**config.mk**
```make
export PLATFORM = sky130hd
export DESIGN_NAME = lc_link_codec
export DESIGN_NICKNAME = d
export VERILOG_FILES = /design/src/rtl/lc_pkg.sv /design/src/rtl/lc_pair_cost.sv /design/src/rtl/lc_voter.sv /design/src/rtl/lc_encoder.sv /design/src/rtl/lc_decoder.sv /design/src/rtl/lc_link_codec.sv
export SDC_FILE = /design/constraint.sdc
export NUM_CORES = 1
export LEC_CHECK = 0
export ABC_CLOCK_PERIOD_IN_PS = 16300
export BUFFER_PORTS_ARGS = -buffer_cell sky130_fd_sc_hd__buf_4
export CORE_MARGIN = 1
export CORE_UTILIZATION = 49
export DETAILED_ROUTE_END_ITERATION = 12
export GPL_ROUTABILITY_DRIVEN = 0
export GPL_TIMING_DRIVEN = 0
export PLACE_DENSITY = 0.71
export SYNTH_ARGS = -nofsm -noshare
export SYNTH_HDL_FRONTEND = slang
export SYNTH_SLANG_ARGS = --single-unit
```
**constraint.sdc**
```tcl
create_clock -name clk -period 16.3 [get_ports clk]
set_input_delay 3.26 -clock clk [delete_from_list [all_inputs] [get_ports clk]]
set_output_delay 3.26 -clock clk [all_outputs]
set_load 0.03 [all_outputs]
```
**src/rtl/lc_pkg.sv**
```systemverilog
// Package: shared action type and the per-pair coupling cost used by both
// the encoder candidates and the decoder vote.
package lc_pkg;

    typedef enum logic [1:0] {
        ACT_NONE = 2'd0,
        ACT_ODD  = 2'd1,
        ACT_FULL = 2'd2
    } act_e;

    // Cost of one adjacent pair moving from (pa,pb) to (ca,cb):
    // single toggle -> 1, opposite toggle -> 2, otherwise 0.
    function automatic logic [1:0] pair_cost(input logic pa, input logic pb,
                                             input logic ca, input logic cb);
        logic sa;
        logic sb;
        sa = pa ^ ca;
        sb = pb ^ cb;
        if (sa ^ sb)
            return 2'd1;
        else if (sa && sb && (ca ^ cb))
            return 2'd2;
        else
            return 2'd0;
    endfunction

endpackage

```
**src/rtl/lc_pair_cost.sv**
```systemverilog
// Module: sums the weighted coupling cost of sending cand_i after prev_i
// over all N-1 adjacent line pairs. Purely combinational.
// Assumes N >= 3.
module lc_pair_cost #(
    parameter int N  = 15,
    parameter int CW = $clog2(2 * (N - 1) + 1)
) (
    input  logic [N-1:0]  prev_i,
    input  logic [N-1:0]  cand_i,
    output logic [CW-1:0] cost_o
);
    import lc_pkg::*;

    logic [1:0] pc [N-2:0];

    // One cost cell per adjacent pair.
    for (genvar i = 0; i < N - 1; i++) begin : g_pair
        assign pc[i] = pair_cost(prev_i[i], prev_i[i+1], cand_i[i], cand_i[i+1]);
    end

    // Accumulate the pair costs.
    always_comb begin
        cost_o = '0;
        for (int i = 0; i < N - 1; i++)
            cost_o = cost_o + {{(CW-2){1'b0}}, pc[i]};
    end

endmodule

```
**src/rtl/lc_voter.sv**
```systemverilog
// Module: majority voter that tells an odd-inverted word from a fully
// inverted one. For each pair it asks whether odd-inverting recv_i would
// lower that pair's cost against prev_i. full_o is high when more than
// half of the N-1 pairs say so. Combinational. Assumes N >= 3.
module lc_voter #(
    parameter int N = 15
) (
    input  logic [N-1:0] prev_i,
    input  logic [N-1:0] recv_i,
    output logic         full_o
);
    import lc_pkg::*;

    localparam int CNTW = $clog2(N);
    localparam logic [CNTW-1:0] THR = CNTW'((N - 1) / 2);

    logic [N-2:0]    ty;
    logic [CNTW-1:0] cnt;

    // Per-pair test: is the odd-masked pair strictly cheaper?
    for (genvar i = 0; i < N - 1; i++) begin : g_ty
        localparam logic MA = 1'(i % 2);
        localparam logic MB = 1'((i + 1) % 2);
        assign ty[i] = pair_cost(prev_i[i], prev_i[i+1], recv_i[i] ^ MA, recv_i[i+1] ^ MB)
                     < pair_cost(prev_i[i], prev_i[i+1], recv_i[i], recv_i[i+1]);
    end

    // Count the votes and compare with the majority threshold.
    always_comb begin
        cnt = '0;
        for (int i = 0; i < N - 1; i++)
            cnt = cnt + {{(CNTW-1){1'b0}}, ty[i]};
        full_o = (cnt > THR);
    end

endmodule

```
**src/rtl/lc_encoder.sv**
```systemverilog
// Module: builds three candidates per flit and costs each against the last
// driven word. It keeps only those the voter will classify correctly, and
// registers the cheapest one (ties: none, odd, full) with its flag.
// Assumes W >= 4. The link word register doubles as previous-word state.
module lc_encoder #(
    parameter int W = 16
) (
    input  logic         clk,
    input  logic         rst_n,
    input  logic         in_valid,
    input  logic [W-2:0] in_payload,
    output logic         link_valid,
    output logic [W-1:0] link_word
);
    import lc_pkg::*;

    localparam int N  = W - 1;
    localparam int CW = $clog2(2 * (N - 1) + 1);

    logic [N-1:0]  odd_mask;
    logic [N-1:0]  cand_odd;
    logic [N-1:0]  cand_full;
    logic [CW-1:0] cost_none;
    logic [CW-1:0] cost_odd;
    logic [CW-1:0] cost_full;
    logic [CW-1:0] best_cost;
    logic          vote_odd;
    logic          vote_full;
    act_e          act;
    logic [W-1:0]  word_next;
    logic [W-1:0]  word_q;
    logic          valid_q;

    // Mask that selects the odd-numbered data lines.
    for (genvar i = 0; i < N; i++) begin : g_mask
        assign odd_mask[i] = 1'(i % 2);
    end

    assign cand_odd  = in_payload ^ odd_mask;
    assign cand_full = ~in_payload;

    lc_pair_cost #(.N(N), .CW(CW)) u_cost_none (
        .prev_i(word_q[N-1:0]), .cand_i(in_payload), .cost_o(cost_none));
    lc_pair_cost #(.N(N), .CW(CW)) u_cost_odd (
        .prev_i(word_q[N-1:0]), .cand_i(cand_odd),   .cost_o(cost_odd));
    lc_pair_cost #(.N(N), .CW(CW)) u_cost_full (
        .prev_i(word_q[N-1:0]), .cand_i(cand_full),  .cost_o(cost_full));

    lc_voter #(.N(N)) u_vote_odd (
        .prev_i(word_q[N-1:0]), .recv_i(cand_odd),  .full_o(vote_odd));
    lc_voter #(.N(N)) u_vote_full (
        .prev_i(word_q[N-1:0]), .recv_i(cand_full), .full_o(vote_full));

    // Pick the cheapest decodable action, preferring none, then odd.
    always_comb begin
        act       = ACT_NONE;
        best_cost = cost_none;
        if (!vote_odd && (cost_odd < best_cost)) begin
            act       = ACT_ODD;
            best_cost = cost_odd;
        end
        if (vote_full && (cost_full < best_cost)) begin
            act       = ACT_FULL;
            best_cost = cost_full;
        end
    end

    // Form the link word for the chosen action.
    always_comb begin
        case (act)
            ACT_ODD:  word_next = {1'b1, cand_odd};
            ACT_FULL: word_next = {1'b1, cand_full};
            default:  word_next = {1'b0, in_payload};
        endcase
    end

    // Register the link word on accepted flits; hold it otherwise.
    always_ff @(posedge clk) begin
        if (!rst_n) begin
            word_q  <= '0;
            valid_q <= 1'b0;
        end else begin
            valid_q <= in_valid;
            if (in_valid)
                word_q <= word_next;
        end
    end

    assign link_word  = word_q;
    assign link_valid = valid_q;

    assert_reset_clear_R6: assert property (@(posedge clk)
        !rst_n |=> (word_q == '0 && !valid_q));

    assert_hold_idle_R5: assert property (@(posedge clk) disable iff (!rst_n)
        !in_valid |=> ($stable(word_q) && !valid_q));

    assert_valid_pipe_R5: assert property (@(posedge clk) disable iff (!rst_n)
        in_valid |=> valid_q);

    assert_no_worse_R3: assert property (@(posedge clk) disable iff (!rst_n)
        in_valid |-> (best_cost <= cost_none));

endmodule

```
**src/rtl/lc_decoder.sv**
```systemverilog
// Module: restores the payload from a received link word. With the flag
// clear the data passes through. With the flag set the voter, using the
// stored previous word, picks odd-mask or complement. Output registered.
// Assumes the sender's encoder starts from the same zero history.
module lc_decoder #(
    parameter int W = 16
) (
    input  logic         clk,
    input  logic         rst_n,
    input  logic         rx_valid,
    input  logic [W-1:0] rx_word,
    output logic         out_valid,
    output logic [W-2:0] out_payload
);
    localparam int N = W - 1;

    logic [N-1:0] odd_mask;
    logic [N-1:0] prev_q;
    logic [N-1:0] data_in;
    logic         flag_in;
    logic         is_full;
    logic [N-1:0] restored;
    logic [N-1:0] payload_q;
    logic         valid_q;

    // Mask that selects the odd-numbered data lines.
    for (genvar i = 0; i < N; i++) begin : g_mask
        assign odd_mask[i] = 1'(i % 2);
    end

    assign data_in = rx_word[N-1:0];
    assign flag_in = rx_word[W-1];

    lc_voter #(.N(N)) u_vote (
        .prev_i(prev_q), .recv_i(data_in), .full_o(is_full));

    // Undo the inversion named by the flag and the vote.
    always_comb begin
        if (!flag_in)
            restored = data_in;
        else if (is_full)
            restored = ~data_in;
        else
            restored = data_in ^ odd_mask;
    end

    // Keep received history and register the restored payload.
    always_ff @(posedge clk) begin
        if (!rst_n) begin
            prev_q    <= '0;
            payload_q <= '0;
            valid_q   <= 1'b0;
        end else begin
            valid_q <= rx_valid;
            if (rx_valid) begin
                prev_q    <= data_in;
                payload_q <= restored;
            end
        end
    end

    assign out_valid   = valid_q;
    assign out_payload = payload_q;

    assert_rx_reset_R6: assert property (@(posedge clk)
        !rst_n |=> (!valid_q && prev_q == '0));

    assert_rx_valid_R8: assert property (@(posedge clk) disable iff (!rst_n)
        rx_valid |=> out_valid);

    assert_plain_pass_R8: assert property (@(posedge clk) disable iff (!rst_n)
        (rx_valid && !rx_word[W-1]) |=> (out_payload == $past(rx_word[W-2:0])));

    assert_rx_hold_R8: assert property (@(posedge clk) disable iff (!rst_n)
        !rx_valid |=> $stable(out_payload));

endmodule

```
**src/rtl/lc_link_codec.sv**
```systemverilog
// Module: top level pairing the encoder (transmit side) and decoder
// (receive side) of the three-way inversion link code. The two sides share
// no state; the link between them is external.
module lc_link_codec #(
    parameter int W = 16
) (
    input  logic         clk,
    input  logic         rst_n,
    input  logic         tx_valid_i,
    input  logic [W-2:0] tx_payload_i,
    output logic         link_valid_o,
    output logic [W-1:0] link_word_o,
    input  logic         rx_valid_i,
    input  logic [W-1:0] rx_word_i,
    output logic         rx_valid_o,
    output logic [W-2:0] rx_payload_o
);

    lc_encoder #(.W(W)) u_enc (
        .clk(clk), .rst_n(rst_n),
        .in_valid(tx_valid_i), .in_payload(tx_payload_i),
        .link_valid(link_valid_o), .link_word(link_word_o));

    lc_decoder #(.W(W)) u_dec (
        .clk(clk), .rst_n(rst_n),
        .rx_valid(rx_valid_i), .rx_word(rx_word_i),
        .out_valid(rx_valid_o), .out_payload(rx_payload_o));

endmodule

```
Yosys cells after proc, flatten, opt, wreduce, memory -nomap -nowiden

Index checks and enable logic that the tools add are counted.

$add $sub $neg: 78
Magnitude comparators: 47
Equality and inequality tests: 2
Multiplexer cells: 202
Bitwise logic cells: 294
Reduce and logical (&&, ||, !) cells: 199

Operators with widths:

| operator             | number |
|---|---|
| $mux W2              | 197 |
| $xor A1 B1 Y1        | 269 |
| $logic_and A1 B1 Y1  | 198 |
| $add A5 B2 Y5        | 30 |
| $add A4 B1 Y4        | 30 |
| $lt A2 B2 Y1         | 42 |
| $pmux W16 S2         | 1 |
| $mux W15             | 2 |
| $not A15 Y15         | 2 |
| $not A1 Y1           | 21 |
| $add A4 B2 Y5        | 3 |
| $not A7 Y7           | 2 |
| $add A3 B1 Y4        | 3 |
| $add A3 B2 Y4        | 3 |
| $gt A4 B3 Y1 const B | 3 |
| $lt A5 B5 Y1         | 2 |
| $add A2 B1 Y3        | 3 |
| $add A2 B2 Y3        | 3 |
| $add A1 B1 Y2        | 3 |
| $mux W5              | 1 |
| $eq A2 B1 Y1 const B | 1 |
| $eq A2 B2 Y1 const B | 1 |
| $logic_not A1 Y1     | 1 |
| $mux W1              | 1 |

Bits in registers: 48
Bits of input ports: 35
Logic and storage cells: 827

Longest topological paths before layout

Gate-level depths: netlist (run 1).

Depth after elaboration: 30
Depth in mapped cells: 35

Hierarchy

A second synthesis (run 1) with hierarchy kept.

Cells, all modules: 1101
Area total of the unflattened synthesis: 10557.6 um^2

Modules (own cells, without submodules):

| module                       | instances | cells each | area an instance (um^2) | sequential area each (um^2) |
|---|---|---|---|---|
| lc_pair_cost                 | 3         | 120        | 1196.1                  | 0.0 |
| lc_voter (u_enc.u_vote_full) | 1         | 165        | 1508.9                  | 0.0 |
| lc_voter (u_dec.u_vote)      | 1         | 164        | 1506.4                  | 0.0 |
| lc_voter (u_enc.u_vote_odd)  | 1         | 165        | 1502.7                  | 0.0 |
| lc_decoder                   | 1         | 126        | 1351.3                  | 620.6 |
| lc_encoder                   | 1         | 121        | 1099.8                  | 340.3 |

Least setup slack after synthesis (run 1)

OpenSTA, ideal clock, no wires.

Path kind: input port to flip-flop
Start: input port tx_payload_i[3]
End: register u_enc.word_q[12], in the netlist u_enc.link_word[12]
Setup time: 0.074 ns
Arrival time: 11.069 ns
Data required time: 16.226 ns
Path slack: 5.157 ns
Cell stages on the path: 31
Path through: clkbuf_1 xnor2_1 inv_1 ha_1 nor3b_1 fa_1 fa_1 fa_1 fa_1 inv_1 fa_1 inv_1 fa_1 a21o_1 a21oi_1 xor2_1 ha_1 a211oi_1 nand2_1 a211oi_1 buf_2 clkbuf_1 a21oi_1 ha_1 a21o_1 a21o_1 a21o_1 a21o_1 clkbuf_1 or3_1 a31oi_1

Longest elaborated chain between the ends: 29
Elaborated cells between the ends (all ways): 146

RTL lines:

| element                                                | RTL line            | RTL |
|---|---|---|
| start, declared                                        | lc_link_codec.sv:10 | `input logic [W-2:0] tx_payload_i,` |
| branches (longest 26 deep; another with $add A4 B2 Y5) | --                  |  |
| $mux W2 (*)                                            | lc_encoder.sv:62    | `if (vote_full && (cost_full < best_cost)) begin` |
| $eq A2 B2 Y1 or $eq A2 B1 Y1 (tied branches)           | lc_encoder.sv:70    | `case (act)` |
| $pmux W16 S2 (*)                                       | lc_encoder.sv:70    |  |
| end signal, assigned                                   | lc_encoder.sv:85    | `word_q <= word_next;` |
| end, declared                                          | lc_encoder.sv:31    | `logic [W-1:0] word_q;` |

Every way passes the cells marked *.
A chain may end at the register's enable or synchronous reset.

Worst setup path in the final report (run 1)

Start: input port tx_payload_i[9]
End: register u_enc.word_q[12], in the netlist u_enc.link_word[12]

Longest elaborated chain between the ends: 23
Elaborated cells between the ends (all ways): 116

RTL lines:

| element                                      | RTL line                   | RTL |
|---|---|---|
| $not A7 Y7 (no line)                         | --                         |  |
| $not A1 Y1 (no line)                         | --                         |  |
| $xor A1 B1 Y1                                | lc_pkg.sv:17, lc_pkg.sv:18 |  |
| $logic_and A1 B1 Y1 (2 in a row)             | lc_pkg.sv:21               | `else if (sa && sb && (ca ^ cb))` |
| $mux W2                                      | lc_pkg.sv:21               |  |
| $mux W2                                      | lc_pkg.sv:19               | `if (sa ^ sb)` |
| $lt A2 B2 Y1                                 | lc_voter.sv:25             | `< pair_cost(prev_i[i], prev_i[i+1], recv_i[i], recv_i[i+1]);` |
| $add A4 B1 Y4 (6 in a row)                   | lc_voter.sv:32             | `cnt = cnt + {{(CNTW-1){1'b0}}, ty[i]};` |
| $gt A4 B3 Y1                                 | lc_voter.sv:33             | `full_o = (cnt > THR);` |
| $logic_not A1 Y1                             | lc_encoder.sv:58           | `if (!vote_odd && (cost_odd < best_cost)) begin` |
| $logic_and A1 B1 Y1                          | lc_encoder.sv:58           |  |
| $mux W5                                      | lc_encoder.sv:58           |  |
| $lt A5 B5 Y1                                 | lc_encoder.sv:62           |  |
| $logic_and A1 B1 Y1                          | lc_encoder.sv:62           |  |
| $mux W2 (*)                                  | lc_encoder.sv:62           |  |
| $eq A2 B2 Y1 or $eq A2 B1 Y1 (tied branches) | lc_encoder.sv:70           |  |
| $pmux W16 S2 (*)                             | lc_encoder.sv:70           |  |

Mark *: on every way between the ends. The rest lies on a longest branch, timed or not.

==> run summary, run 1 <==
The overall track demand over capacity in global routing was 0.228; the transition time at the pin with the least slew margin was 0.769 ns. The tools report the CTS H-tree depth as 2. For the remaining number of nets flagged by the antenna check after routing, the log shows 0. The pre-antenna-repair detailed-routing pass consisted of 5 iterations. The run gives 8610 sq um as the netlist area before placement. The library cell used as clock root buffer is sky130_fd_sc_hd__clkbuf_16. The count of buffers added on input and output ports is 38. Timing would allow up to 79.0 MHz. Sequential element share of the synthesized area: 0.112.

The routed layout has 6391 vias. The share of the synthesized area in the top cell type was 0.224; the clock-pin slew of the registers on the worst-case setup and hold paths was 0.08 ns. The die is 135 um tall. The tools report the insertion delay to the later sink of the worst-skew pair as 0.30 ns. Most common cell after layout, fill and taps aside: sky130_fd_sc_hd__ha_1.

The tools report the global-route wire length before repair as 32100 um. The most used cell along the critical path is sky130_fd_sc_hd__fa_1. The worst hold path begins at u_dec.out_payload[11]. The run gives 0.499 as the effective utilization at floorplan. Kind of cell adding the most delay to the critical path: adder cells.

In the final layout, flip-flops and latches occupy 961 sq um. The die covers 18100 sq um. After floorplanning, the core was divided into 48 placement rows. Post-synthesis area per instance: 9.28 sq um. The worst setup path is of the in -> reg kind.

The tool flagged a number of max-cap violations equal to 0. Synthesis produced a netlist with a net count of 1207. The number of diodes added for antenna fixing was 0; the footprint of the multi-input gates was 6920 sq um. The post-CTS setup buffer count is 0, and the via count of the first global-routing pass is 6473. The class of the most critical hold timing path is reg -> reg. The detailed-route DRC error count is 0, and the maximum buffer depth of the clock tree is 2. The number of slew-limit violations in the final report was 0; the synthesis-to-finish area growth was 8.84%.

The logs give 12.88 ns for the worst endpoint data arrival time and 17 for the pin count of the biggest net entering global routing. STA classifies the critical path endpoint as a register. The via density per instance works out to 5.33. On the worst path, the slowest cell contributes a delay of 0.57 ns. After technology mapping, the gate count stands at 928.

The final critical-path share of the clock period is 0.776. The clock period could shrink to 12.65 ns. During synthesis, Yosys emitted a total of 0 warnings.

With fillers left out, the area of the finished cells amounts to 9370 sq um. The ratio of cells with drive above 1 in the final layout was 0.0667. The number of antenna violations at the first check in global routing was 0; the detailed placement HPWL was 17100 um.

Summed over all layers, the global routing overflow is 0. At the end of the flow, the number of nets in the layout was 1252. In this run, CTS created clock tree buffers numbering 5. The number of different library cells used by synthesis comes to 43. Yosys attributes the largest share of cell area to sky130_fd_sc_hd__ha_1 (22%), sky130_fd_sc_hd__fa_1 (21%), sky130_fd_sc_hd__dfxtp_1 (11%). The tools report the accumulated negative setup slack as 0 ns.

During I/O placement, the number of pins put on the boundary was 68. Setup repair after global routing left no endpoint under its margin. After clock tree synthesis, the repair step resized 0 gates.

The number of flops mapped to enable cells by yosys is 0. Leaving out filler cells and counting taps, the final layout contains 1199. The tools report the total number of clock tree sinks as 48. The highest net fanout along the worst path is 10, and the instance area at placement is 9180 sq um. The total area inside the core boundary comes to 17200 sq um. The library cells used most frequently in the layout, excluding fill and tap cells, are sky130_fd_sc_hd__ha_1 (154), sky130_fd_sc_hd__inv_1 (141), sky130_fd_sc_hd__fa_1 (90), sky130_fd_sc_hd__xor2_1 (49), sky130_fd_sc_hd__dfxtp_1 (48).

After filler insertion, the fill cell instance count of the layout stands at 1589. The routed design has 19800 um of wire. Async set-or-reset flop fraction in the synthesized netlist: 0. The count of buffer and inverter cells on the critical path works out to 7.

The worst setup path is launched from an input pin. The number of synthesized register bits works out to 48. The most used flip-flop cell after synthesis is sky130_fd_sc_hd__dfxtp_1. In this run the worst setup path begins at tx_payload_i[9].

The startpoint identified for the worst register-to-register timing path is u_enc.link_word[3]. The floorplan step set the die width to 135 um. The run gives 0 as the final setup violation count.

On the critical path, the stage with the largest delay is an instance of sky130_fd_sc_hd__xor2_1. The normalized max-slew margin was 0.488; the worst clock skew was 0.0100 ns. The post-synthesis cell type with the largest combined area was sky130_fd_sc_hd__ha_1. After the first detailed-routing iteration, the DRC count stood at 327. Dividing the detail-routed wire length by the instance count gives 16.5 um.

The number of placed instances, taps included, is 1191. The flow ran to the end, and the final reports show no timing, DRC or antenna violations. The final design utilization came out at 0.544.

Required time of the critical path: 16.52 ns. TritonCTS built the clock tree. The number of endpoints with negative hold slack in the final report is 0.

The number of buffers inserted by hold repair at cts was 0.
-- cell type report --
cell class | instances | area share
Multi-Input combinational cell | 690 | 0.738
Sequential cell | 48 | 0.103
Inverter | 141 | 0.0565
Timing Repair Buffer | 38 | 0.0304
Tap cell | 225 | 0.0300
Buffer | 49 | 0.0214
Clock buffer | 5 | 0.0134
Clock inverter | 3 | 0.00735
-- synthesized netlist by cell type (2+ instances only) --
master	n
sky130_fd_sc_hd__or4bb_1	2
sky130_fd_sc_hd__o211a_1	7
sky130_fd_sc_hd__and2_1	3
sky130_fd_sc_hd__a21oi_1	20
sky130_fd_sc_hd__nand2b_1	35
sky130_fd_sc_hd__fa_1	90
sky130_fd_sc_hd__or3b_2	4
sky130_fd_sc_hd__o21ai_0	32
sky130_fd_sc_hd__dfxtp_1	48
sky130_fd_sc_hd__ha_1	154
sky130_fd_sc_hd__nor2b_1	17
sky130_fd_sc_hd__nand2_1	25
sky130_fd_sc_hd__nor2_1	6
sky130_fd_sc_hd__a211oi_2	2
sky130_fd_sc_hd__or3_1	15
sky130_fd_sc_hd__inv_1	141
sky130_fd_sc_hd__buf_2	4
sky130_fd_sc_hd__nor3b_1	38
sky130_fd_sc_hd__a32oi_1	7
sky130_fd_sc_hd__and3_1	5
sky130_fd_sc_hd__xnor2_1	42
sky130_fd_sc_hd__xor2_1	49
sky130_fd_sc_hd__mux2i_1	15
sky130_fd_sc_hd__o21a_1	2
sky130_fd_sc_hd__a21o_1	43
sky130_fd_sc_hd__nand3b_1	28
sky130_fd_sc_hd__nand3_1	26
sky130_fd_sc_hd__a2111oi_4	2
sky130_fd_sc_hd__nand2b_4	2
sky130_fd_sc_hd__a31oi_1	8
sky130_fd_sc_hd__a211oi_1	2
sky130_fd_sc_hd__clkbuf_1	43
-- path summary, 6_finish.rpt --
kind	cells past startpoint	to	slack, ns
max	31	u_enc.link_word[12]	3.65
min	1	u_dec.out_payload[11]	0.49
max reg2reg	30	u_enc.link_word[12]	6.65
min reg2reg	1	u_dec.out_payload[11]	0.49
-- sequential cells by signal, summed over array words and instances (netlist names) --
name / count
u_enc.link_word: 16
u_dec.out_payload: 15
u_dec.prev_q: 15
u_dec.out_valid: 1
u_enc.link_valid: 1
-- cell families after synthesis --
group | synth area share
muxes | 0.0174
AOI/OAI and AO/OA | 0.107
buffers and inverters | 0.0847
xor gates and xnor gates | 0.0926
and+or+nand+nor | 0.154
adders and majority gates | 0.433
DFF | 0.112
-- per-stage QoR --
stage	setup slack, ns	hold slack, ns
2_1_floorplan	5.16	0.503
5_1_grt	3.10	0.515
6_report	3.65	0.487
3_3_place_gp	3.55	0.466
4_1_cts	3.70	0.491
3_5_place_dp	3.47	0.473
-- routing by layer --
layer / track usage / wire [um] / up-vias
met5: 0 / 0 / -
met4: 0.0618 / 445 / 0
met3: 0.0289 / 668 / 24
met2: 0.412 / 9900 / 117
met1: 0.286 / 8760 / 3082
li1: - / - / 3168
Power of run 1 is not shown: default switching activity piles up to over one toggle a cycle in this logic, so the estimate is an artifact.
==> run 2, diff against run 1 <==
ABC_CLOCK_PERIOD_IN_PS = 11100   (was 16300)
PLACE_DENSITY = 0.74   (was 0.71)
clock period = 11.1 ns   (was 16.3 ns; I/O delays follow)
==> run summary, run 2 (same netlist as run 1, synthesis figures left out) <==
The met2 track demand over resource was 0.408 (-0.00345). The critical register-to-register path endpoint is u_enc.link_word[13]. The transition time at the pin with the least slew margin came out at 0.773 ns (+0.00457 ns). The worst clock skew is 0.00608 ns (-0.00392 ns). The CTS H-tree depth was 2 (unchanged).

For the number of design-rule violations left by the first detailed-router iteration, the log shows 304 (-7.0%). The slowest stage of the critical path belongs to the cell sky130_fd_sc_hd__fa_1. The number of slew-limit violations in the final report is 0 (unchanged). For hold timing, the worst endpoint is u_dec.out_payload[3].

The normalized max-slew margin was 0.484 (-0.00399). STA classifies the critical path startpoint as an input pin. The number of flip-flops under the largest register name works out to 16 (unchanged). The run gives 17200 sq um (unchanged) as the area of the core. The average wire per standard cell came out at 17.0 um (+3.0%).

The remaining number of nets flagged by the antenna check after routing was 0 (unchanged). The total detailed-routing wirelength came out at 20400 um (+3.0%). The hold path depth is 1 (unchanged). The path class of the tightest hold or removal check is reg -> reg.

The leftover overflow at the end of global routing is 0 (unchanged). The count of buffer and inverter cells on the critical path came out at 10 (+3). Highest net fanout along the worst path: 10 (unchanged). The peak per-stage delay on the critical path is 0.55 ns (-0.02 ns). The clock-pin slew of the registers on the worst-case setup and hold paths is 0.08 ns (about the same). The count of input and output buffers came out at 38 (unchanged).

The most common cell after layout, fill and taps aside was sky130_fd_sc_hd__ha_1. The area growth from synthesis to layout is 10.9%. Start point of the worst hold path: u_dec.out_payload[3]. The overall track demand over capacity in global routing was 0.234 (+0.00582); the number of cells on the worst reg-to-reg path was 33 (+10%). Derived from the worst setup path, the maximum achievable clock frequency is 94.3 MHz. Cell row count: 48 (unchanged). The tools report the insertion delay to the later sink of the worst-skew pair as 0.30 ns (about the same). The run gives 10.79 ns (-2.09 ns) as the worst endpoint data arrival time. STA classifies the critical path endpoint as a register. The global-route wire length before repair is 33400 um (+3.8%). The tree is rooted in a sky130_fd_sc_hd__clkbuf_16. The logs give 0 (unchanged) for the number of diodes added for antenna fixing and 0.0199 (-0.00901) for the global routing usage on met3. The run gives 6718 (+3.8%) as the via count of the first global-routing pass. The run gives 2 (unchanged) as the maximum buffer depth of the clock tree. The die outline area was 18100 sq um (unchanged). The most used routing layer is met2. The worst-case register-to-register setup slack came out at 2.23 ns (-4.42 ns). The via density per instance is 5.40 (+1.4%), and the final critical-path share of the clock period is 0.955. The total CTS buffers is 5 (unchanged), and the required time of the critical path is 11.29 ns (-5.23 ns). The shortest clock period the worst path allows after layout works out to 10.60 ns.

Number of detailed-routing iterations run before antenna repair: 5 (unchanged). Net count of the finished layout: 1251 (-0.080%). For the number of endpoints with negative hold slack in the final report, the log shows 0 (unchanged). Pin count of the biggest net entering global routing: 17 (unchanged).

On the critical path the largest part of the delay comes from adder cells. The critical register-to-register path startpoint was u_enc.link_word[3]. Setup repair after global routing left no endpoint under its margin. The total vias in the final route is 6474 (+1.3%), and the final setup violation count is 0 (unchanged). The boundary pin count came out at 68 (unchanged). The effective utilization at floorplan is 0.499 (unchanged), and the die boundary height is 135 um (unchanged). The run gives 0.554 (+0.0104) as the final design utilization. Ratio of cells with drive above 1 in the final layout: 0.0956 (+0.0288). The die outline width is 135 um (unchanged).

The detailed-route DRC error count is 0 (unchanged), and the number of antenna violations at the first check in global routing is 0 (unchanged). The critical path in this run is classified as in -> reg. For the total number of clock tree sinks, the log shows 48 (unchanged). For the accumulated negative setup slack, the log shows 0 ns (unchanged). Leaving out fill and tap cells, the most frequent cells in the layout are sky130_fd_sc_hd__ha_1 (154), sky130_fd_sc_hd__inv_1 (141), sky130_fd_sc_hd__fa_1 (90), sky130_fd_sc_hd__dfxtp_1 (48), sky130_fd_sc_hd__xor2_1 (44).

TritonCTS built the clock tree. The run finished with clean final reports. The number of maximum-capacitance constraint violations was 0 (unchanged). The global-route met1 utilization was 0.306 (+0.0206). Detailed placement HPWL: 17400 um (+1.9%).
run 2: cell types whose count changed in the layout (fill, tap and decap cells not counted), sizes merged:
cell / delta
clkbuf: -1
run 2: stage by stage:
stage	instances	cell area, sq um	setup slack (ns)	hold WS [ns]
after floorplan	928	8610	0.997	0.503
after global placement	1191	9180	-0.676	0.465
after detailed placement	1191	9180	-0.795	0.473
after CTS	1199	9440	0.115	0.490
after global routing	1198	9550	0.0483	0.501
final	1198	9550	0.498	0.486
run 2: worst max path at each step:
stage,from,end,cells past startpoint
after global placement,tx_payload_i[11],u_enc.link_word[14],31
after floorplan,tx_payload_i[3],u_enc.link_word[12],31
after global routing,tx_payload_i[3],u_enc.link_word[11],34
final,tx_payload_i[3],u_enc.link_word[13],34
after detailed placement,tx_payload_i[11],u_enc.link_word[12],31
after CTS,tx_payload_i[3],u_enc.link_word[12],31
run 2: timing repair:
item / 4_1_cts / 5_1_grt
endpoints found under the setup margin: 16 / 16
resized for setup: 11 / 32
hold endpoints to repair: 0 / 0
setup buffers: 0 / 0
hold buffers: 0 / 0
run 2: final cells by class:
type	instances	area [sq um]
well taps	225	282
multi-input cells	690	7090
plain buffers	48	210
repair buffers	38	285
fillers	1540	7690
clock inverters	3	68.8
inverters	141	529
clock buffers	5	125
flip-flops and latches	48	961
run 2: layer usage:
metal / wire (um) / vias to the layer above
met4: 597 / 0
met1: 8980 / 3101
met2: 9970 / 161
met3: 813 / 41
li1: - / 3171
met5: 0 / -
Power of run 2 is left out for the same reason.
==> run 3, diff against run 2 <==
ABC_AREA = 1   (was default)
==> run summary, run 3 <==
The run finished with clean final reports. The normalized max-slew margin was 0.530 (+0.0460); the maximum buffer depth of the clock tree was 2 (unchanged). The number of flops mapped to enable cells by yosys works out to 0 (unchanged).

The via density per instance came out at 5.06 (-6.4%). The detailed-route DRC error count came out at 0 (unchanged). The number of synthesized register bits works out to 48 (unchanged).

The sequential element share of the synthesized area was 0.113 (+0.00146). The final setup violation count came out at 0 (unchanged). The logs give 0 (unchanged) for the number of antenna violations at the first check in global routing and 32100 um (-3.7%) for the global-route wire length before repair. The clock-pin slew of the registers on the worst-case setup and hold paths is 0.07 ns (about the same), and the leftover overflow at the end of global routing is 0 (unchanged).

The number of flip-flops under the largest register name is 16 (unchanged), and the total CTS buffers is 5 (unchanged). The run gives 398 (+31%) as the number of design-rule violations left by the first detailed-router iteration. Share of the synthesized area in the top cell type: 0.227 (+0.00293).

The effective utilization at floorplan came out at 0.507 (+0.00756). The worst clock skew was 0.0100 ns (+0.00393 ns). The count of input and output buffers is 45 (+18%), and the CTS H-tree depth is 2 (unchanged).

Class of the most critical hold timing path: reg -> reg. Pin count of the biggest net entering global routing: 17 (unchanged). The highest net fanout along the worst path came out at 15 (+5).

The run gives 0 (unchanged) as the remaining number of nets flagged by the antenna check after routing. The slowest stage of the critical path belongs to the cell sky130_fd_sc_hd__fa_1. The number of slew-limit violations in the final report came out at 0 (unchanged). The logs give 0.476 ns (-0.00954 ns) for the worst hold slack across all endpoints and 10.55 ns (-0.24 ns) for the worst endpoint data arrival time. The tools report the number of diodes added for antenna fixing as 0 (unchanged). Setup repair after global routing left no endpoint under its margin. The average wire per standard cell was 14.0 um (-18%).

Insertion delay to the later sink of the worst-skew pair: 0.30 ns (about the same). The run gives 4 (-1) as the number of detailed-routing iterations run before antenna repair. Number of library cell types mapped by synthesis: 29 (-33%). The tools report the library cell used as clock root buffer as sky130_fd_sc_hd__clkbuf_16. The synthesis-to-finish area growth came out at 9.20%. The total detailed-routing wirelength is 19100 um (-6.0%), and the post-CTS setup buffer count is 0 (unchanged). Post-synth net total: 1378 (+14%). The tools report the via count of the first global-routing pass as 6774 (+0.83%). The top cell types in the final layout, fill and taps aside, are sky130_fd_sc_hd__inv_1 (253), sky130_fd_sc_hd__ha_1 (154), sky130_fd_sc_hd__nand2_1 (139), sky130_fd_sc_hd__fa_1 (90), sky130_fd_sc_hd__nor2_1 (82). Post-synthesis cell type with the largest combined area: sky130_fd_sc_hd__ha_1. The post-synthesis instance total was 1099 (+18%); the ratio of cells with drive above 1 in the final layout was 0.0617 (-0.0339). The die boundary height is 134 um (-0.64%). Die outline width: 134 um (-0.64%). The boundary pin count is 68 (unchanged). Die outline area: 17900 sq um (-1.3%).

The worst setup path is of the in -> reg kind. The instance area at placement is 9110 sq um (-0.71%). The async set-or-reset flop fraction in the synthesized netlist is 0 (unchanged), and the final critical-path share of the clock period is 0.931 (-0.0245).

In the post-synthesis netlist, the biggest area contributors are sky130_fd_sc_hd__ha_1 (23%), sky130_fd_sc_hd__fa_1 (21%), sky130_fd_sc_hd__dfxtp_1 (11%). Total number of clock tree sinks: 48 (unchanged). In the synthesized netlist, the cells that appear most often are sky130_fd_sc_hd__inv_1 (253), sky130_fd_sc_hd__ha_1 (154), sky130_fd_sc_hd__nand2_1 (139). The total vias in the final route was 6935 (+7.1%).

The tools report the area of the core as 16800 sq um (-2.8%). For the final standard cell area without fillers, the log shows 9280 sq um (-2.8%). The run gives 8500 sq um (-1.3%) as the netlist area before placement. The run gives 0.226 (-0.00786) as the overall track demand over capacity in global routing. The run gives 16800 um (-3.5%) as the detailed placement HPWL. The logs give 1429 (+14%) for the net count of the finished layout and 96.8 MHz (+2.6%) for the upper clock frequency limit. The number of endpoints with negative hold slack in the final report is 0 (unchanged). The tools report the required time of the critical path as 11.32 ns (+0.03 ns).

The run gives 0.554 (about the same) as the final design utilization. The count of warnings emitted by yosys was 0 (unchanged). TritonCTS built the clock tree. For the accumulated negative setup slack, the log shows 0 ns (unchanged). Cell row count: 47 (-2.1%).

The most used flip-flop cell after synthesis is sky130_fd_sc_hd__dfxtp_1. The transition time at the pin with the least slew margin works out to 0.705 ns (-0.0676 ns). The number of maximum-capacitance constraint violations is 0 (unchanged). The tools report the element type at the critical path start as an input pin.

The most frequently used cell type in the post-synthesis netlist was sky130_fd_sc_hd__inv_1. STA classifies the critical path endpoint as a register. The post-synthesis area per instance is 7.73 sq um (-17%).

The most common cell after layout, fill and taps aside is sky130_fd_sc_hd__inv_1. The shortest clock period the worst path allows after layout was 10.33 ns (-0.272 ns); the peak per-stage delay on the critical path was 0.56 ns (about the same).
-- run 3: cell count changes in the layout (fill, tap and decap cells not counted), moves of 40 or more --
cell / before / now
sky130_fd_sc_hd__nor2_1: 6 / 82
sky130_fd_sc_hd__o21ai_0: 32 / 81
sky130_fd_sc_hd__nand3_1: 26 / 66
sky130_fd_sc_hd__nand2_1: 25 / 139
sky130_fd_sc_hd__a21o_1: 43 / 3
sky130_fd_sc_hd__inv_1: 141 / 253
-- run 3: through the flow --
step / setup slack [ns] / std cells
finish: 0.770 / 1371
global route: 0.129 / 1371
CTS: 0.613 / 1372
detailed placement: 0.339 / 1364
global placement: 0.506 / 1364
floorplan: 1.86 / 1099
-- run 3: cells by family (layout without fill, tap and decap cells) --
kind of cell | after synthesis | after routing | share of synthesized area
buf+inv | 293 | 345 | 0.131
xor+xnor | 75 | 75 | 0.0773
simple gates | 314 | 314 | 0.159
fa+ha+maj | 244 | 244 | 0.439
compound gates | 125 | 125 | 0.0800
flops | 48 | 48 | 0.113
-- run 3: routing by layer --
metal / global-route usage / part of all wire
met1: 0.320 / 0.49
met2: 0.361 / 0.44
met3: 0.0369 / 0.057
met4: 0.0530 / 0.018
met5: 0 / 0
-- run 3: repair_timing --
| item | 4_1_cts | 5_1_grt |
|---|---|---|
| hold buffers | 0 | 0 |
| endpoints found under the setup margin | 0 | 2 |
| resized for setup | 0 | 0 |
-- run 3: final cells by class --
type / instances / area [sq um]
repair buffers: 45 / 338
clock buffers: 5 / 125
clock inverters: 3 / 47.5
inverters: 254 / 953
plain buffers: 38 / 159
multi-input cells: 758 / 6420
well taps: 220 / 275
flip-flops and latches: 48 / 961
fillers: 1541 / 7480
-- run 3: worst paths after layout --
path	start	slack, ns	endpoint	cells after the start
setup / recovery	tx_payload_i[3]	0.77	u_enc.link_word[8]	34
setup reg to reg	u_enc.link_word[7]	2.57	u_enc.link_word[8]	32
hold reg to reg	u_dec.prev_q[4]	0.48	u_dec.prev_q[4]	2
hold / removal	u_dec.prev_q[4]	0.48	u_dec.prev_q[4]	2
-- run 3: critical path: cells and delay by family --
kind / cells / cell delay, ns
xor gates and xnor gates: 2 / 0.64
adders and majority gates: 9 / 4.07
buffers and inverters: 8 / 0.91
AOI/OAI and AO/OA: 6 / 1.63
and+or+nand+nor: 9 / 1.05
Power of run 3 is left out for the same reason.
